<file path="src/rtl/gpio_pkg.sv">
package gpio_pkg;

    localparam int PINS_PER_PORT = 8;
    localparam int BANK_STRIDE   = 48;
    localparam int MODE_BITS     = 2;

    typedef enum logic [3:0] {
        SEL_NONE,
        SEL_LEVEL,
        SEL_DOUT,
        SEL_MODE,
        SEL_PUD,
        SEL_EVT,
        SEL_EN,
        SEL_FRC,
        SEL_EDGE
    } reg_sel_e;

    typedef enum logic [1:0] {
        DRV_INPUT       = 2'b00,
        DRV_PUSH_PULL   = 2'b01,
        DRV_OPEN_DRAIN  = 2'b10,
        DRV_OPEN_SOURCE = 2'b11
    } drive_mode_e;

    typedef struct packed {
        logic out;
        logic oe;
    } pad_drive_t;

    typedef struct packed {
        logic [PINS_PER_PORT-1:0]           dout;
        logic [MODE_BITS*PINS_PER_PORT-1:0] mode;
        logic [PINS_PER_PORT-1:0]           pud;
        logic [PINS_PER_PORT-1:0]           evt;
        logic [PINS_PER_PORT-1:0]           en;
        logic [PINS_PER_PORT-1:0]           frc;
        logic [PINS_PER_PORT-1:0]           edge_sel;
    } port_regs_t;

    // Offset inside one port's bank to register selector
    function automatic reg_sel_e decode_offset(input logic [5:0] off);
        case (off)
            6'h04:   return SEL_LEVEL;
            6'h08:   return SEL_DOUT;
            6'h0C:   return SEL_MODE;
            6'h10:   return SEL_PUD;
            6'h14:   return SEL_EVT;
            6'h18:   return SEL_EN;
            6'h1C:   return SEL_FRC;
            6'h20:   return SEL_EDGE;
            default: return SEL_NONE;
        endcase
    endfunction

    // Pad drive for one pin from its mode and data bit
    function automatic pad_drive_t drive_pin(input drive_mode_e m, input logic d);
        pad_drive_t r;
        case (m)
            DRV_PUSH_PULL:   begin r.out = d;    r.oe = 1'b1; end
            DRV_OPEN_DRAIN:  begin r.out = 1'b0; r.oe = ~d;   end
            DRV_OPEN_SOURCE: begin r.out = 1'b1; r.oe = d;    end
            default:         begin r.out = 1'b0; r.oe = 1'b0; end
        endcase
        return r;
    endfunction

endpackage

</file>
<file path="src/rtl/gpio_edge_detect.sv">
module gpio_edge_detect
    import gpio_pkg::*;
#(
    parameter int W = PINS_PER_PORT
) (
    input  logic         clk,
    input  logic         rst,
    input  logic [W-1:0] raw,
    input  logic         sync_sel,
    input  logic [W-1:0] edge_sel,
    output logic [W-1:0] level,
    output logic [W-1:0] hit
);
    logic [W-1:0] stage1, stage2, prev;

    always_ff @(posedge clk) begin
        if (rst) begin
            stage1 <= '0;
            stage2 <= '0;
            prev   <= '0;
        end else begin
            stage1 <= raw;
            stage2 <= stage1;
            prev   <= level;
        end
    end

    assign level = sync_sel ? stage2 : raw;

    // 1 = rising, 0 = falling
    assign hit = (edge_sel & level & ~prev) | (~edge_sel & ~level & prev);

endmodule

</file>
<file path="src/rtl/gpio_pad_drive.sv">
module gpio_pad_drive
    import gpio_pkg::*;
#(
    parameter int W = PINS_PER_PORT
) (
    input  logic [MODE_BITS*W-1:0] mode,
    input  logic [W-1:0]           dout,
    output logic [W-1:0]           out,
    output logic [W-1:0]           oe
);
    for (genvar k = 0; k < W; k++) begin : g_pin
        pad_drive_t d;
        assign d      = drive_pin(drive_mode_e'(mode[MODE_BITS*k +: MODE_BITS]), dout[k]);
        assign out[k] = d.out;
        assign oe[k]  = d.oe;
    end

endmodule

</file>
<file path="src/rtl/gpio_port_bank.sv">
module gpio_port_bank
    import gpio_pkg::*;
(
    input  logic                     clk,
    input  logic                     rst,
    input  logic                     wr_en,
    input  reg_sel_e                 sel,
    input  logic [15:0]              wdata,
    input  logic [PINS_PER_PORT-1:0] level,
    input  logic [PINS_PER_PORT-1:0] hit,
    input  logic                     run_en,
    output port_regs_t               regs,
    output logic [31:0]              rdata,
    output logic                     irq
);
    logic [PINS_PER_PORT-1:0] evt_clr, evt_set, evt_next;

    assign evt_clr  = (wr_en && sel == SEL_EVT) ? wdata[PINS_PER_PORT-1:0] : '0;
    assign evt_set  = run_en ? (hit | regs.frc) : '0;
    // a new event wins over a clear in the same cycle
    assign evt_next = (regs.evt & ~evt_clr) | evt_set;

    always_ff @(posedge clk) begin
        if (rst) begin
            regs <= '0;
        end else begin
            regs.evt <= evt_next;
            if (wr_en) begin
                case (sel)
                    SEL_DOUT: regs.dout     <= wdata[PINS_PER_PORT-1:0];
                    SEL_MODE: regs.mode     <= wdata;
                    SEL_PUD:  regs.pud      <= wdata[PINS_PER_PORT-1:0];
                    SEL_EN:   regs.en       <= wdata[PINS_PER_PORT-1:0];
                    SEL_FRC:  regs.frc      <= wdata[PINS_PER_PORT-1:0];
                    SEL_EDGE: regs.edge_sel <= wdata[PINS_PER_PORT-1:0];
                    default:  ;
                endcase
            end
        end
    end

    always_comb begin
        rdata = '0;
        case (sel)
            SEL_LEVEL: rdata[PINS_PER_PORT-1:0] = level;
            SEL_DOUT:  rdata[PINS_PER_PORT-1:0] = regs.dout;
            SEL_MODE:  rdata[15:0]              = regs.mode;
            SEL_PUD:   rdata[PINS_PER_PORT-1:0] = regs.pud;
            SEL_EVT:   rdata[PINS_PER_PORT-1:0] = regs.evt;
            SEL_EN:    rdata[PINS_PER_PORT-1:0] = regs.en;
            SEL_FRC:   rdata[PINS_PER_PORT-1:0] = regs.frc;
            SEL_EDGE:  rdata[PINS_PER_PORT-1:0] = regs.edge_sel;
            default:   rdata = '0;
        endcase
    end

    assign irq = |(regs.evt & regs.en);

endmodule

</file>
<file path="src/rtl/gpio_port_ctrl.sv">
module gpio_port_ctrl
    import gpio_pkg::*;
#(
    parameter int          NUM_PORTS  = 3,
    parameter int          ADDR_W     = 12,
    parameter logic [6:0]  VERSION_ID = 7'd3,
    localparam int         NPINS      = NUM_PORTS * PINS_PER_PORT
) (
    input  logic              clk,
    input  logic              rst,
    input  logic [ADDR_W-1:0] bus_addr,
    input  logic              bus_we,
    input  logic [31:0]       bus_wdata,
    output logic [31:0]       bus_rdata,
    input  logic [NPINS-1:0]  pin_in,
    output logic [NPINS-1:0]  pin_out,
    output logic [NPINS-1:0]  pin_oe,
    output logic [NPINS-1:0]  pull_en,
    output logic [NUM_PORTS-1:0] port_irq
);
    logic ctrl_run_en, ctrl_sync_sel;
    logic [ADDR_W-1:0] bank_idx, bank_off;
    logic              is_ctrl;
    reg_sel_e          sel;
    logic [NPINS-1:0]  evt_all, en_all, frc_all;
    logic [31:0]       port_rd [NUM_PORTS];
    logic              unused_bits;

    assign bank_idx    = bus_addr / ADDR_W'(BANK_STRIDE);
    assign bank_off    = bus_addr % ADDR_W'(BANK_STRIDE);
    assign is_ctrl     = (bus_addr == '0);
    assign sel         = decode_offset(bank_off[5:0]);
    assign unused_bits = ^{bus_wdata[31:16], bank_off[ADDR_W-1:6]};

    always_ff @(posedge clk) begin
        if (rst) begin
            ctrl_run_en   <= 1'b0;
            ctrl_sync_sel <= 1'b0;
        end else if (bus_we && is_ctrl) begin
            ctrl_run_en   <= bus_wdata[0];
            ctrl_sync_sel <= bus_wdata[1];
        end
    end

    for (genvar p = 0; p < NUM_PORTS; p++) begin : g_port
        port_regs_t               regs;
        logic [PINS_PER_PORT-1:0] level, hit;
        logic                     hit_bank;

        assign hit_bank = (bank_idx == ADDR_W'(p)) && !is_ctrl;

        gpio_edge_detect #(.W(PINS_PER_PORT)) u_edge (
            .clk      (clk),
            .rst      (rst),
            .raw      (pin_in[p*PINS_PER_PORT +: PINS_PER_PORT]),
            .sync_sel (ctrl_sync_sel),
            .edge_sel (regs.edge_sel),
            .level    (level),
            .hit      (hit)
        );

        gpio_port_bank u_bank (
            .clk    (clk),
            .rst    (rst),
            .wr_en  (bus_we && hit_bank),
            .sel    (sel),
            .wdata  (bus_wdata[15:0]),
            .level  (level),
            .hit    (hit),
            .run_en (ctrl_run_en),
            .regs   (regs),
            .rdata  (port_rd[p]),
            .irq    (port_irq[p])
        );

        gpio_pad_drive #(.W(PINS_PER_PORT)) u_pad (
            .mode (regs.mode),
            .dout (regs.dout),
            .out  (pin_out[p*PINS_PER_PORT +: PINS_PER_PORT]),
            .oe   (pin_oe[p*PINS_PER_PORT +: PINS_PER_PORT])
        );

        assign pull_en[p*PINS_PER_PORT +: PINS_PER_PORT] = ~regs.pud;
        assign evt_all[p*PINS_PER_PORT +: PINS_PER_PORT] = regs.evt;
        assign en_all [p*PINS_PER_PORT +: PINS_PER_PORT] = regs.en;
        assign frc_all[p*PINS_PER_PORT +: PINS_PER_PORT] = regs.frc;
    end

    always_comb begin
        bus_rdata = '0;
        if (is_ctrl) begin
            bus_rdata[15:9] = 7'(NUM_PORTS);
            bus_rdata[8:2]  = VERSION_ID;
            bus_rdata[1]    = ctrl_sync_sel;
            bus_rdata[0]    = ctrl_run_en;
        end else begin
            for (int p = 0; p < NUM_PORTS; p++) begin
                if (bank_idx == ADDR_W'(p)) bus_rdata = port_rd[p];
            end
        end
    end

endmodule

</file>
<file path="config.mk">
export PLATFORM = sky130hd
export DESIGN_NAME = gpio_port_ctrl
export DESIGN_NICKNAME = d
export VERILOG_FILES = /design/src/rtl/gpio_pkg.sv /design/src/rtl/gpio_edge_detect.sv /design/src/rtl/gpio_pad_drive.sv /design/src/rtl/gpio_port_bank.sv /design/src/rtl/gpio_port_ctrl.sv
export SDC_FILE = /design/constraint.sdc
export NUM_CORES = 1
export LEC_CHECK = 0
export ABC_CLOCK_PERIOD_IN_PS = 3810
export BUFFER_PORTS_ARGS = -buffer_cell sky130_fd_sc_hd__buf_2
export CAP_MARGIN = 20
export CORE_UTILIZATION = 53
export CTS_CLUSTER_DIAMETER = 80
export DETAILED_ROUTE_END_ITERATION = 16
export PLACE_DENSITY = 0.77
export REMOVE_ABC_BUFFERS = 1
export SYNTH_ARGS = -nofsm -noshare
export SYNTH_HDL_FRONTEND = slang
export SYNTH_HIERARCHICAL = 1
export SYNTH_SLANG_ARGS = --single-unit
</file>
<file path="constraint.sdc">
create_clock -name clk -period 3.81 [get_ports clk]
set_clock_uncertainty 0.05 [all_clocks]
set_input_delay 0.1905 -clock clk [delete_from_list [all_inputs] [get_ports clk]]
set_output_delay 0.1905 -clock clk [all_outputs]
set_load 0.01 [all_outputs]
</file>
Word-level counts from Yosys, hierarchy flattened
Index checks and enable logic that the tools add are counted.
{"block": "totals", "reg_bits": 266, "wordCells": 269, "in_bits": 71, "out_inout_bits": 107}
{"block": "classes", "n_reduce_logical": 34, "n_mux": 45, "div": 2, "bitwise_logic": 66, "n_eq_ne": 90}
{"operator": "8-bit case mux with 8 select lines", "count": 3}
{"operator": "8-bit bitwise AND", "count": 18}
{"operator": "2-bit case mux with 3 select lines", "count": 24}
{"operator": "8-bit inverter", "count": 15}
{"operator": "2-bit == test, second input constant", "count": 48}
{"operator": "8-bit two-way mux", "count": 12}
{"operator": "8-bit bitwise OR", "count": 9}
{"operator": "32-bit two-way mux", "count": 2}
{"operator": "2-bit by 1-bit == test with 1-bit output, second input constant", "count": 24}
{"operator": "16-bit two-way mux", "count": 3}
{"operator": "2-bit AND reduction", "count": 18}
{"operator": "4-bit case mux with 8 select lines", "count": 1}
{"operator": "6-bit by 5-bit == test with 1-bit output, second input constant", "count": 4}
{"operator": "12-bit zero test", "count": 2}
{"operator": "1-bit inverter", "count": 24}
{"operator": "8-bit OR reduction", "count": 3}
{"operator": "4-bit by 3-bit == test with 1-bit output, second input constant", "count": 4}
{"operator": "12-bit by 6-bit divider with 12-bit output, second input constant", "count": 1}
{"operator": "12-bit by 1-bit == test with 1-bit output, second input constant", "count": 1}
{"operator": "12-bit by 2-bit == test with 1-bit output, second input constant", "count": 1}
{"operator": "6-bit by 4-bit == test with 1-bit output, second input constant", "count": 2}
{"operator": "12-bit by 6-bit remainder unit with 12-bit output, second input constant", "count": 1}
{"operator": "1-bit logical AND", "count": 10}
{"operator": "4-bit by 2-bit == test with 1-bit output, second input constant", "count": 2}
{"operator": "5 further kinds", "count": 5}

Logic depth before layout (Yosys ltp)
{"block": "depth", "depth_word": 9, "depth_mapped": 18, "ltp_nobuf": 14}

Hierarchy
The synthesis kept the hierarchy.
{"module": "gpio_port_bank", "instances": 3, "area_each_um2": 3119.2, "cells_each": 355, "seq_area_each_um2": 1281.2}
{"module": "gpio_edge_detect", "instances": 3, "area_each_um2": 952.2, "cells_each": 91, "seq_area_each_um2": 480.5}
{"module": "gpio_port_ctrl", "instances": 1, "area_each_um2": 1691.6, "cells_each": 259, "seq_area_each_um2": 40.0}
{"module": "gpio_pad_drive", "instances": 3, "area_each_um2": 300.3, "cells_each": 24, "seq_area_each_um2": 0.0}

Worst setup path before layout
OpenSTA, ideal clock, no wires.
{"block": "synth_path", "path_kind": "input to output", "from": "input port bus_addr[11]", "to": "output port bus_rdata[0]", "setup_slack_ns": -0.322, "t_arrival_ns": 3.891, "cell_stages": 13, "required_ns": 3.569, "cell_sequence": "or4b_1 mux2i_1 o22a_1 nor3_1 a211o_1 a21oi_1 nor4b_4 a222oi_1 nand2_1 nand4_1 nor3_1 a211oi_1 a211oi_1"}
{"element": "start: declaration", "line": "gpio_port_ctrl.sv:11", "text": "input logic [ADDR_W-1:0] bus_addr,"}
{"element": "end: declaration", "line": "gpio_port_ctrl.sv:14", "text": "output logic [31:0] bus_rdata,"}

==> results.yml <==
worst_setup_path:
  end_kind: "primary output"
  cp_cell_sequence: "buf_8 > or4b_4 > mux2i_4 > buf_4 > buf_6 > buf_4 > buf_4 > o22ai_4 > nand3_2 > and3_4 > o21a_4 > buf_12 > buf_12 > buf_12 > buf_6 > nor2_1 > a222oi_1 > o211ai_1 > a21o_1 > a221o_1 > buf_2"
  worstPathRequired_ns: 3.57
  crit_slowest_cell: "or4b_4"
  cp_data_arrival_time_ns: 3.82
  cpPeakStageDelay_ns: 0.55
  cp_max_fo: 8
  worstSetupStartpointType: "primary input"
  critical_path_class: "primary input to primary output"
detailed_routing:
  wirelength_microns: 47000
  dr_wl_met2_microns: 21200
  met3_length_microns: 3760
  m1WireLength_microns: 20200
  antenna_left: 0
  viasPerCell: 5.80
  drc_errors: 0
  routedWlPerCell_microns: 20.0
  top_layer: "met4"
  dr.first_iter.drc_count: 1355
  num_vias: 13603
  first_pass_iters: 9
grt:
  grt.total_usage_pct: 31.8
  gr-total-overflow: 0
  grt_max_degree: 128
  grt_pass1_wl_microns: 71700
  grt_pass1_vias: 12934
  antenna_found_initial: 0
clock_tree:
  clkLatencyLatePin_ns: 0.55
  htree_num_levels: 1
  clk_pin_slew_ns: 0.06
  cts_buffer_depth: 3
  clkSinkCount: 266
  cts_inserted_buffers: 28
  cts_tree: "done"
  cts_root_buf: "clkbuf_16"
worst_hold_path:
  hp-class: "primary input to register"
layout:
  fin_cells: 2347
  area_growth_pct: 25.3
  fill_cells: 2137
  ff_latch_area_sq_um: 5330
  diodes: 0
  multi_input_area_sq_um: 8670
  fin_nets: 2024
  drive_above_1_share_pct: 29.2
floorplan:
  start_util_pct: 54.5
  row_count: 60
  boundaryPins: 178
  core_sq_um: 27200
  dieArea_sq_um: 28600
  die_x_microns: 169
  die_h_microns: 169
status:
  status: "finished, violations left"
  violations: "negative setup slack"
yosys:
  async_flop_share_pct: 0
  ys_warn_count: 6
  synth_edf_count: 0
  ys_seq_area_share_pct: 36.0
  ys_ff_latch: 266
  ys.flop_type: "dfxtp_1"
  syn_inst: 1669
  yosysUniqueCellTypes: 68
  netlist_area_sq_um: 14800
  postSynthAreaPerCell_sq_um: 8.87
sta:
  tightest_slew_ns: 0.855
  rsz0062_at_grt: "yes"
  period_needed_ns: 4.06
  slew_headroom_pct: 43.0
  finalWorstSetupSlack_ns: -0.252
  slew_violations: 0
  hold_violations: 0
  period_share_pct: 107
  setup_viol: 8
  max_freq_mhz: 246
pwr:
  p_leak_nw: 7.88
  power_density_nw_per_um2: 349
  ir_drop_mv: 0.323
  total_power_mw: 6.48
job:
  max-cap-violations: 0
place:
  place.gp.congestion: 0.940
  port_buffers: 161
  dpl.hpwl_microns: 32100
  dp_cells: 2222
cell usage after synthesis (4+ instances only):
cell type	instances	share of area, %
nand2b_4	27	2.5
nand4_1	5	0.21
a311oi_1	5	0.30
a221o_1	4	0.27
or4_1	4	0.20
inv_1	76	1.9
a21oi_1	135	4.6
nor3_1	14	0.47
a211oi_1	12	0.61
clkbuf_1	34	0.86
o21a_1	26	1.3
mux2i_1	121	8.2
nor2_1	130	3.3
and2_1	29	1.2
nand2_1	180	4.6
dfxtp_1	266	36
buf_6	26	2.0
nand3_1	31	1.0
o21ai_1	20	0.68
mux2i_2	24	2.2
mux2_2	24	1.8
a221oi_1	6	0.35
nand2b_1	48	2.0
buf_2	33	1.1
a211o_1	8	0.47
a22oi_1	42	2.1
nor2b_1	58	2.5
a21o_1	4	0.20
o21ai_0	57	1.9
and3_1	9	0.38
a222oi_1	18	1.2
xnor2_2	24	2.6
o211ai_1	5	0.25
a311oi_2	21	2.1
buf_4	56	2.8
a22o_1	33	2.0
cell type report:
type	instances	area share (%)
clock buffer	35	4.20
clock inverter	17	1.38
inverter	79	1.62
multi-input combinational	1217	46.7
sequential	266	28.7
tap	372	2.51
timing repair buffer	361	14.9
layout by cell type, fill, tap and decap left out, drive strengths merged, types with 24 or more instances in the layout:
cell         netlist  routed
and2              29      29
xnor2             26      26
a22oi             42      42
conb               3      48
nand2b            75      75
nor2             131     131
nand2            180     180
inv               79      79
buf              118     325
nand3             34      34
mux2i            145     145
clkbuf            34      36
o21a              26      26
o21ai             77      77
nor2b             61      61
dfxtp            266     266
a21oi            135     135
mux2              24      24
dlygate4sd3        0      33
a311oi            26      26
a22o              33      33
stage by stage:
step / TNS, ns / hold WS [ns] / area [sq um] / util (%) / setup WS (ns)
6_report: -1.52 / 0.0998 / 18600 / 68.3 / -0.252
5_1_grt: -2.97 / 0.110 / 18600 / 68.3 / -0.398
4_1_cts: -0.389 / 0.0854 / 18400 / 67.6 / -0.109
3_5_place_dp: -1.91 / 0.376 / 16300 / 60.1 / -0.399
3_3_place_gp: -1.42 / 0.366 / 16300 / 60.1 / -0.277
2_1_floorplan: -32.39 / 0.210 / 14000 / - / -0.754
routing by layer:
layer	up-vias	GRT usage (%)
met3	116	4.41
li1	6301	-
met5	-	0
met4	0	13.5
met2	685	50.3
met1	6501	43.4
critical path, delay by kind of cell:
kind | cells | cell delay (ns)
AOI/OAI and AO/OA | 6 | 1.35
buffers and inverters | 10 | 1.20
muxes | 1 | 0.19
and+or+nand+nor | 4 | 0.86
sequential cells by signal, summed over array words and instances, names as in the netlist:
| register | flops |
|---|---|
| g_port.u_edge/prev | 24 |
| g_port.u_edge/stage2 | 24 |
| ctrl_sync_sel | 1 |
| g_port.u_edge/stage1 | 24 |
| g_port.u_bank/regs | 192 |
| ctrl_run_en | 1 |
where the power goes:
part           internal [mW]  switching [mW]
combinational          0.274           0.341
sequential              2.82          0.0133
clock                   1.86            1.18
total                   4.95            1.53
cells by family (layout without fill, tap and decap cells):
group	count (synthesis)	after routing	synth area share, %
simple gates	567	567	20.9
compound gates	406	406	19.1
flops	266	266	36.0
buf+inv	231	492	8.87
mux	169	169	12.2
xor+xnor	27	27	2.81
other cells	3	48	0.0760
worst paths after layout:
kind,start,end,slack [ns],cells past startpoint
max reg2reg,ctrl_sync_sel,g_port[2].u_bank/regs[31],1.80,5
min,bus_wdata[6],g_port[1].u_bank/regs[46],0.1,3
max,bus_addr[9],bus_rdata[3],-0.25,21
min reg2reg,g_port[2].u_edge/stage1[1],g_port[2].u_edge/stage2[1],0.39,1
timing repair:
item / 4_1_cts / 5_1_grt
gates resized for setup: 84 / 29
hold endpoints to repair: 74 / 0
hold buffers: 33 / 0
gates cloned: 4 / 0
setup endpoints to repair: 8 / 15
buffers inserted: 33 / 8
pin swaps: 54 / 29
(Power assumes the default switching activity.)
